**src/rtl/acc_pkg.sv**
```systemverilog
package acc_pkg;
   localparam int OPC_W = 4;

   localparam logic [OPC_W-1:0] OPC_HALT  = 4'h0;
   localparam logic [OPC_W-1:0] OPC_LOAD  = 4'h1;
   localparam logic [OPC_W-1:0] OPC_STORE = 4'h2;
   localparam logic [OPC_W-1:0] OPC_ADD   = 4'h3;
   localparam logic [OPC_W-1:0] OPC_SUB   = 4'h4;
   localparam logic [OPC_W-1:0] OPC_JMP   = 4'h5;
   localparam logic [OPC_W-1:0] OPC_JZ    = 4'h6;
   localparam logic [OPC_W-1:0] OPC_IN    = 4'h7;
   localparam logic [OPC_W-1:0] OPC_OUT   = 4'h8;
   localparam logic [OPC_W-1:0] OPC_AND   = 4'h9;
   localparam logic [OPC_W-1:0] OPC_NOT   = 4'hA;

   typedef enum logic [3:0] {
      S_FMAR, S_FRD, S_FLAT, S_DEC,
      S_IRD,  S_ILAT,
      S_ORD,  S_OLAT,
      S_STW,  S_EXEC, S_HALT
   } cpu_state_e;

   function automatic logic is_mem_op(input logic [OPC_W-1:0] op);
      return (op == OPC_LOAD) || (op == OPC_STORE) || (op == OPC_ADD) ||
             (op == OPC_SUB)  || (op == OPC_AND);
   endfunction
endpackage

```
**src/rtl/acc_ctrl.sv**
```systemverilog
module acc_ctrl
   import acc_pkg::*;
(
   input  logic             clk,
   input  logic             rst_n,
   input  logic [OPC_W-1:0] dec_op,
   input  logic             dec_ind,
   input  logic [OPC_W-1:0] opc,
   output cpu_state_e       state
);
   cpu_state_e nxt;

   always_comb begin
      nxt = state;
      unique case (state)
         S_FMAR: nxt = S_FRD;
         S_FRD:  nxt = S_FLAT;
         S_FLAT: nxt = S_DEC;
         S_DEC: begin
            if (is_mem_op(dec_op) && dec_ind) nxt = S_IRD;
            else if (dec_op == OPC_STORE)     nxt = S_STW;
            else if (is_mem_op(dec_op))       nxt = S_ORD;
            else                              nxt = S_EXEC;
         end
         S_IRD:  nxt = S_ILAT;
         S_ILAT: nxt = (opc == OPC_STORE) ? S_STW : S_ORD;
         S_ORD:  nxt = S_OLAT;
         S_OLAT: nxt = S_EXEC;
         S_STW:  nxt = S_EXEC;
         S_EXEC: nxt = (opc == OPC_HALT) ? S_HALT : S_FMAR;
         S_HALT: nxt = S_HALT;
         default: nxt = S_FMAR;
      endcase
   end

   always_ff @(posedge clk) begin
      if (!rst_n) state <= S_FMAR;
      else        state <= nxt;
   end

   // a latch state is only ever entered from its matching request state
   p_read_wait_r3: assert property (@(posedge clk) disable iff (!rst_n)
      (state == S_OLAT) |-> $past(state == S_ORD));
   // the pointer latch follows the pointer request
   p_ptr_wait_r5: assert property (@(posedge clk) disable iff (!rst_n)
      (state == S_ILAT) |-> $past(state == S_IRD));
endmodule

```
**src/rtl/acc_alu.sv**
```systemverilog
module acc_alu
   import acc_pkg::*;
#(
   parameter int DATA_W = 16
)(
   input  logic [OPC_W-1:0]  op,
   input  logic [DATA_W-1:0] acc,
   input  logic [DATA_W-1:0] operand,
   input  logic [DATA_W-1:0] inr,
   output logic [DATA_W-1:0] result,
   output logic              acc_wr
);
   always_comb begin
      result = acc;
      acc_wr = 1'b1;
      unique case (op)
         OPC_LOAD: result = operand;
         OPC_ADD:  result = acc + operand;
         OPC_SUB:  result = acc - operand;
         OPC_AND:  result = acc & operand;
         OPC_NOT:  result = ~acc;
         OPC_IN:   result = inr;
         default:  acc_wr = 1'b0;
      endcase
   end
endmodule

```
**src/rtl/acc_regs.sv**
```systemverilog
module acc_regs
   import acc_pkg::*;
#(
   parameter int DATA_W = 16,
   parameter bit IND_EN = 1'b1
)(
   input  logic                    clk,
   input  logic                    rst_n,
   input  cpu_state_e              state,
   input  logic [DATA_W-1:0]       mem_rdata,
   input  logic [DATA_W-1:0]       in_data,
   output logic [DATA_W-OPC_W-1:0] mem_addr,
   output logic [DATA_W-1:0]       mem_wdata,
   output logic                    mem_we,
   output logic [OPC_W-1:0]        dec_op,
   output logic                    dec_ind,
   output logic [OPC_W-1:0]        opc,
   output logic [DATA_W-1:0]       out_data,
   output logic                    out_valid,
   output logic                    halted
);
   localparam int ADDR_W = DATA_W - OPC_W;

   logic [ADDR_W-1:0] pc, mar;
   logic [DATA_W-1:0] acc, mdr, inr, alu_res;
   logic [ADDR_W-1:0] dec_addr, field;
   logic              alu_wr, take_jump;

   assign field  = mdr[ADDR_W-1:0];
   assign dec_op = mdr[DATA_W-1 -: OPC_W];

   generate
      if (IND_EN) begin : g_ind
         assign dec_ind  = is_mem_op(dec_op) & field[ADDR_W-1];
         assign dec_addr = is_mem_op(dec_op) ? {1'b0, field[ADDR_W-2:0]} : field;
      end else begin : g_dir
         assign dec_ind  = 1'b0;
         assign dec_addr = field;
      end
   endgenerate

   acc_alu #(.DATA_W(DATA_W)) u_alu (
      .op(opc), .acc(acc), .operand(mdr), .inr(inr),
      .result(alu_res), .acc_wr(alu_wr)
   );

   assign take_jump = (opc == OPC_JMP) || ((opc == OPC_JZ) && (acc == '0));
   assign mem_addr  = mar;
   assign mem_wdata = acc;
   assign mem_we    = (state == S_STW);

   always_ff @(posedge clk) begin
      if (!rst_n) begin
         pc <= '0; mar <= '0; acc <= '0; mdr <= '0; opc <= OPC_HALT;
         inr <= '0; out_data <= '0; out_valid <= 1'b0; halted <= 1'b0;
      end else begin
         inr       <= in_data;
         out_valid <= 1'b0;
         unique case (state)
            S_FMAR: mar <= pc;
            S_FLAT: mdr <= mem_rdata;
            S_DEC: begin
               opc <= dec_op;
               mar <= dec_addr;
            end
            S_ILAT: mar <= mem_rdata[ADDR_W-1:0];
            S_OLAT: mdr <= mem_rdata;
            S_EXEC: begin
               if (alu_wr) acc <= alu_res;
               if (opc == OPC_OUT) begin
                  out_data  <= acc;
                  out_valid <= 1'b1;
               end
               if (opc == OPC_HALT) halted <= 1'b1;
               else if (take_jump)  pc <= mar;
               else                 pc <= pc + 1'b1;
            end
            default: ;
         endcase
      end
   end

   // a store drives the write enable for a single clock
   p_we_single_r6: assert property (@(posedge clk) disable iff (!rst_n)
      mem_we |=> !mem_we);
   // the output strobe never lasts two clocks
   p_strobe_pulse_r9: assert property (@(posedge clk) disable iff (!rst_n)
      out_valid |=> !out_valid);
   // once halted the core stays halted with a frozen address
   p_halt_sticky_r10: assert property (@(posedge clk) disable iff (!rst_n)
      halted |=> (halted && $stable(mem_addr) && !mem_we && !out_valid));
   // the program counter moves only at the end of an instruction
   p_pc_hold_r8: assert property (@(posedge clk) disable iff (!rst_n)
      (state != S_EXEC) |=> $stable(pc));
   // the accumulator changes only in the execute step
   p_acc_hold_r7: assert property (@(posedge clk) disable iff (!rst_n)
      (state != S_EXEC) |=> $stable(acc));
endmodule

```
**src/rtl/acc_cpu.sv**
```systemverilog
module acc_cpu
   import acc_pkg::*;
#(
   parameter int DATA_W = 16,
   parameter bit IND_EN = 1'b1
)(
   input  logic                    clk,
   input  logic                    rst_n,
   output logic [DATA_W-OPC_W-1:0] mem_addr,
   output logic [DATA_W-1:0]       mem_wdata,
   output logic                    mem_we,
   input  logic [DATA_W-1:0]       mem_rdata,
   input  logic [DATA_W-1:0]       in_data,
   output logic [DATA_W-1:0]       out_data,
   output logic                    out_valid,
   output logic                    halted
);
   generate
      if (DATA_W < OPC_W + 2) begin : g_bad_width
         $error("acc_cpu: DATA_W must leave at least two address bits");
      end
   endgenerate

   cpu_state_e       state;
   logic [OPC_W-1:0] dec_op, opc;
   logic             dec_ind;

   acc_ctrl u_ctrl (
      .clk(clk), .rst_n(rst_n), .dec_op(dec_op), .dec_ind(dec_ind),
      .opc(opc), .state(state)
   );

   acc_regs #(.DATA_W(DATA_W), .IND_EN(IND_EN)) u_regs (
      .clk(clk), .rst_n(rst_n), .state(state), .mem_rdata(mem_rdata),
      .in_data(in_data), .mem_addr(mem_addr), .mem_wdata(mem_wdata),
      .mem_we(mem_we), .dec_op(dec_op), .dec_ind(dec_ind), .opc(opc),
      .out_data(out_data), .out_valid(out_valid), .halted(halted)
   );
endmodule

```
**config.mk**
```make
export PLATFORM = sky130hd
export DESIGN_NAME = acc_cpu
export DESIGN_NICKNAME = d
export VERILOG_FILES = /design/src/rtl/acc_pkg.sv /design/src/rtl/acc_ctrl.sv /design/src/rtl/acc_alu.sv /design/src/rtl/acc_regs.sv /design/src/rtl/acc_cpu.sv
export SDC_FILE = /design/constraint.sdc
export NUM_CORES = 1
export LEC_CHECK = 0
export ABC_AREA = 1
export BUFFER_PORTS_ARGS = -buffer_cell sky130_fd_sc_hd__buf_2
export CAP_MARGIN = 20
export CORE_MARGIN = 5
export CORE_UTILIZATION = 58
export CTS_CLUSTER_DIAMETER = 120
export DETAILED_ROUTE_END_ITERATION = 6
export PLACE_DENSITY = 0.83
export SETUP_SLACK_MARGIN = 0.3
export SLEW_MARGIN = 5
export SYNTH_ARGS = -nofsm -noshare
export SYNTH_HDL_FRONTEND = slang
export SYNTH_SLANG_ARGS = --single-unit
```
**constraint.sdc**
```tcl
create_clock -name clk -period 3.06 [get_ports clk]
set_input_delay 0.153 -clock clk [delete_from_list [all_inputs] [get_ports clk]]
set_output_delay 0.153 -clock clk [all_outputs]
set_load 0.05 [all_outputs]
```
======== Word-level counts from Yosys, hierarchy flattened ========
Index checks and enable logic that the tools add are counted.
operators by class
  muxes and demuxes ....................... 12
  equality and inequality tests ........... 25
  $add $sub $neg .......................... 3
  reduce and logical (&&, ||, !) cells .... 20
  bitwise logic cells ..................... 4
operators by type and width
  cell                                                              number
  16-bit case mux with 6 select lines                               1
  4-bit case mux with 10 select lines                               1
  4-bit by 3-bit == test with 1-bit output (second input constant)  9
  12-bit case mux with 3 select lines                               1
  4-bit == test (second input constant)                             7
  4-bit by 2-bit == test with 1-bit output (second input constant)  6
  12-bit two-way mux                                                2
  4-bit two-way mux                                                 5
  16-bit adder                                                      1
  16-bit AND                                                        1
  16-bit logical NOT                                                1
  16-bit NOT                                                        1
  16-bit subtractor                                                 1
  12-bit by 1-bit adder with 12-bit output (second input constant)  1
  4-bit by 1-bit == test with 1-bit output (second input constant)  3
  4-bit logical NOT                                                 2
  2-bit AND reduction                                               4
  6-bit nonzero test                                                1
  6-bit OR reduction                                                1
  1-bit logical OR                                                  5
  2-bit OR reduction                                                2
  3-bit AND reduction                                               1
  3-bit nonzero test                                                1
  1-bit logical AND                                                 2
  3 further kinds                                                   4
storage, ports and cells
  output and inout port bits .............. 47
  register bits after elaboration ......... 98
  bits of input ports ..................... 34

======== Longest topological paths before layout ========
  depth after elaboration ................. 9
  mapped depth ............................ 25
  mapped depth without buffers ............ 25

======== By module ========
From an unflattened synthesis, not the netlist that was laid out.
second synthesis, totals
  cells, all modules ...................... 955
  area total of the unflattened synthesis .. 6,279.8 sq um
by module, submodules not included
  module    sequential area each (sq um)  instances  area each (sq um)  cells each
  acc_regs  1,881.8                       1          4,035.1            531
  acc_alu   0.0                           1          1,869.3            353
  acc_ctrl  80.1                          1          375.4              71

======== Worst setup path before layout ========
Ideal clock, no wire load.
  path type ............................... flip-flop to flip-flop
  from .................................... register u_regs.mdr[0]
  to ...................................... register u_regs.acc[14] (netlist: u_regs.mem_wdata[14])
  arrival ................................. 2.462 ns
  setup slack ............................. 0.468 ns
  required time ........................... 2.930 ns
  stages on the path, launching flop included .. 22
  path through ............................ dfxtp_1 -> inv_1 -> ha_1 -> inv_1 -> nor3_1 -> nand2_1 -> inv_1 -> nand4_1 -> o21ai_0 -> xor2_1 -> inv_1 -> ha_1 -> nand2_1 -> nor2_1 -> and3_1 -> nand2_1 -> nand2_1 -> nand2_1 -> nand3_1 -> nand2_1 -> nand2_1 -> a21oi_1
between the ends
  cells in the longest elaborated chain, start to end .. 2
  elaborated cells on any way between the ends .. 3
ends and longest elaborated chain
  what                                               line                          source
  from (decl)                                        acc_regs.sv:25                logic [DATA_W-1:0] acc, mdr, inr, alu_res;
  from (signal assigned)                             acc_regs.sv:61                S_FLAT: mdr <= mem_rdata;
  from (signal assigned)                             acc_regs.sv:67                S_OLAT: mdr <= mem_rdata;
  16-bit subtractor or 16-bit adder (tied branches)  acc_alu.sv:19, acc_alu.sv:18
  16-bit case mux with 6 select lines *              acc_alu.sv:16                 unique case (op)
  to (signal assigned)                               acc_regs.sv:69                if (alu_wr) acc <= alu_res;
  to (decl)                                          acc_regs.sv:25
Mark *: on every way between the ends. The rest lies on a longest branch, timed or not.
A chain may end at the register's enable or synchronous reset.

======== Worst setup path after layout ========
  from .................................... register u_regs.mdr[1]
  to ...................................... register u_regs.acc[15] (netlist: u_regs.mem_wdata[15])
The elaborated chain is that of the path after synthesis.

==> impl_metrics.tcl <==
set metrics [dict create \
    cp_slowest_stage_delay_ns 0.34 \
    remaining_drc_errors 0 \
    dr.pass1.iters 5 \
    timing.hold.ws_ns 0.0416 \
    ff_latch_area_um2 1970 \
    path_max_fanout 5 \
    ant_nets 0 \
    maxCapViolations 0 \
    root_buffer "clkbuf_8" \
    die_h_um 110 \
    cts_sinks 98 \
    slew_headroom 0.315 \
    cts_inserted_buffers 9 \
    cpMostUsedCell "nand2_1" \
    dp_hpwl_um 12100 \
    viasPerCell 5.64 \
    power.leakage_uw 0.00318 \
    p_total_uw 5380 \
    slowest_stage "dfxtp_2" \
    clk_pin_slew_ns 0.10 \
    finClkSkew_ns 0.0183 \
    drt_iter0_markers 584 \
    syn-num-nets 924 \
    start_kind "register" \
    path_buf_inv 6 \
    synth_seq_area_share 0.338 \
    fin_tns_setup_ns 0 \
    hold_class "input pin to register" \
    p_per_area_nw_per_um2 785 \
    worst_pin_slew_ns 1.03 \
    rsz0062_at_grt "true" \
    fp.dieArea_um2 12100 \
    fillers 853 \
    placementRows 36 \
    synth_warnings 0 \
    stdcell_count 1104 \
    cts_max_level 3 \
    clock.fmax_mhz 362 \
    clock_latency_ns 0.37 \
    track_usage 0.288 \
    p_sw_frac 0.468 \
    synth-edff-count 0 \
    worstSetupPathType "register to register" \
    multi_input_area_um2 3360 \
    busiest_layer "met2" \
    ir_drop_mv 0.366 \
    final_layout_size_suffix_gt1_frac 0.189 \
    synthesis.area_um2 5800 \
    pwr-share-seq 0.292 \
    crit_arrival_ns 3.05 \
    die_x_um 110 \
    postRouteWirelength_um 17100 \
    min_period_over_period 0.902 \
    io_buffer_count 80 \
    intPower_uw 2860 \
    period_needed_ns 2.76 \
    antenna_found_initial 0 \
    cts_tree "done" \
    slew_viol_final 0 \
    status "finished, final reports clean" \
    pin_count 81 \
    grt_pass1_vias 5628 \
    cp-end-kind "register" \
    setup_viol 0 \
    coreArea_um2 9770 \
    nNetsFinal 1020 \
    power.share.clock 0.157 \
    globalRouteMet2Util 0.456 \
    synth_ff_type "dfxtp_1" \
    grt_use_met1 0.398 \
    grt_max_degree 76 \
    initial_core_util 0.593 \
    final-hold-violation-count 0 \
    p_comb_frac 0.550 \
    area_delta_synth_final_pct 18.2 \
    clock_path_buffers 2 \
    netlist_instances 871 \
    gr-usage-met3 0.0507 \
    grt_pass1_wl_um 27600 \
    antennaDiodeCount 0 \
    critPathTopFamily "simple AND/OR/NAND/NOR gates" \
    avgSynthCellArea_um2 6.66 \
    ys_types 48 \
    vias 6229 \
    switchingPower_uw 2520 \
    path_cells "inv_2 > ha_4 > inv_2 > nor3_4 > nand2_2 > inv_2 > nand4_1 > o21ai_2 > xor2_1 > inv_1 > ha_4 > nand2_1 > nor2_1 > nand2_1 > nand2_1 > inv_1 > nand2_1 > inv_1 > nand2_1 > nand3_1 > nand2_1 > nand2_1 > a21oi_1" \
    crit_required_ns 3.35 \
    gr-total-overflow 0 \
    placedCellCount 1063 \
    ys_seq_elements 98 \
    gp_congestion 0.947 \
    wl_per_cell_um 15.5 \
    async_flop_share 0 \
]
layout make-up:
class,count,share of cell area
Timing Repair Buffer,114,0.102
Sequential cell,98,0.287
Multi-Input combinational cell,621,0.491
Tap cell,133,0.0243
Inverter,123,0.0681
Clock buffer,10,0.0201
Clock inverter,5,0.00804
registers in the layout, indices dropped and copies added, names as in the netlist:
signal            count
u_ctrl.state          4
u_regs.halted         1
u_regs.inr           16
u_regs.mdr           16
u_regs.mem_addr      12
u_regs.mem_wdata     16
u_regs.opc            4
u_regs.out_data      16
u_regs.out_valid      1
u_regs.pc            12
Yosys cell counts (2+ instances only):
cell,count,share of area
inv_2,9,0.0058
a31oi_1,16,0.017
a21oi_2,3,0.0045
nor2_1,85,0.055
o221ai_1,2,0.0030
inv_1,112,0.073
nand3b_1,3,0.0039
nor3_1,16,0.014
buf_2,9,0.0078
dfxtp_1,98,0.34
clkbuf_1,12,0.0078
buf_6,4,0.0078
nand4_1,7,0.0076
nand3_1,47,0.041
a21oi_1,90,0.078
nor2_2,3,0.0032
o21a_1,3,0.0039
nand2_1,164,0.11
ha_1,18,0.039
o21ai_0,105,0.091
o22ai_1,6,0.0065
xor2_1,17,0.026
nand2_2,4,0.0043
or2_2,7,0.0076
o211ai_1,7,0.0091
nor2_4,2,0.0039
power by group through the flow:
| stage | Combinational (µW) | Clock [µW] | Sequential, µW |
|---|---|---|---|
| final | 2960 | 846 | 1570 |
| after floorplan | 1730 | 0 | 1760 |
| after global placement | 2420 | 0 | 1590 |
| after global routing | 3260 | 902 | 1590 |
| after CTS | 2620 | 851 | 1560 |
| after detailed placement | 2450 | 0 | 1590 |
what timing repair did:
item / CTS / global route
buffers inserted: 6 / 4
hold buffers: 16 / 0
endpoints found under the setup margin: 7 / 12
resized for setup: 16 / 32
hold endpoints to repair: 16 / 0
pin swaps: 7 / 23
layout by cell type (no fill, tap or decap), drive strengths merged, types with 2 or more instances in the layout:
master | Yosys | routed
nand2 | 169 | 169
inv | 122 | 122
o21ai | 105 | 105
dfxtp | 98 | 98
buf | 15 | 98
a21oi | 94 | 94
nor2 | 90 | 90
nand3 | 48 | 48
ha | 18 | 18
xor2 | 17 | 17
a31oi | 16 | 16
dlygate4sd3 | 0 | 16
nor3 | 16 | 16
clkbuf | 13 | 10
nand4 | 7 | 7
or2 | 7 | 7
o211ai | 7 | 7
o22ai | 6 | 6
nand3b | 3 | 3
o21a | 3 | 3
clkinv | 1 | 3
o221ai | 2 | 2
clkinvlp | 0 | 2
o2111ai | 2 | 2
logic make-up (layout without fill, tap and decap cells):
group	after synthesis	after routing	share of synthesized area
flip-flops	98	98	0.338
AND/OR/NAND/NOR	343	343	0.254
buffers and inverters	152	252	0.110
AO/OA/AOI/OAI	241	241	0.228
XOR/XNOR	18	18	0.0272
adder cells (fa/ha/maj)	19	19	0.0423
per-layer routing:
layer  vias up  wire length, µm
li1       3066                -
met1      2819             7370
met2       307             7670
met3        37             1600
met4         0              469
met5         -                0
worst register-to-register path: cells and delay by family (launching register included):
kind	cells	cell delay (ns)
xor gates and xnor gates	1	0.17
DFF	1	0.34
and+or+nand+nor	12	1.04
AOI/OAI and AO/OA	2	0.34
buffers and inverters	6	0.34
adders and majority gates	2	0.45
through the flow:
step / setup slack [ns] / util / instance area [µm²]
detailed placement: 0.0165 / 0.640 / 6250
global route: 0.0889 / 0.701 / 6850
finish: 0.299 / 0.701 / 6850
global placement: 0.109 / 0.640 / 6250
floorplan: 0.468 / - / 5800
CTS: 0.302 / 0.686 / 6710
worst paths after layout:
check,end,startpoint,slack (ns),cells after the start
setup / recovery,u_regs.mem_wdata[15],u_regs.mdr[1],0.30,23
hold / removal,u_regs.mdr[9],mem_rdata[9],0.04,3
setup reg to reg,u_regs.mem_wdata[15],u_regs.mdr[1],0.30,23
hold reg to reg,u_regs.out_data[3],u_regs.out_data[3],0.48,2
Power figures use the tool's default switching activity.
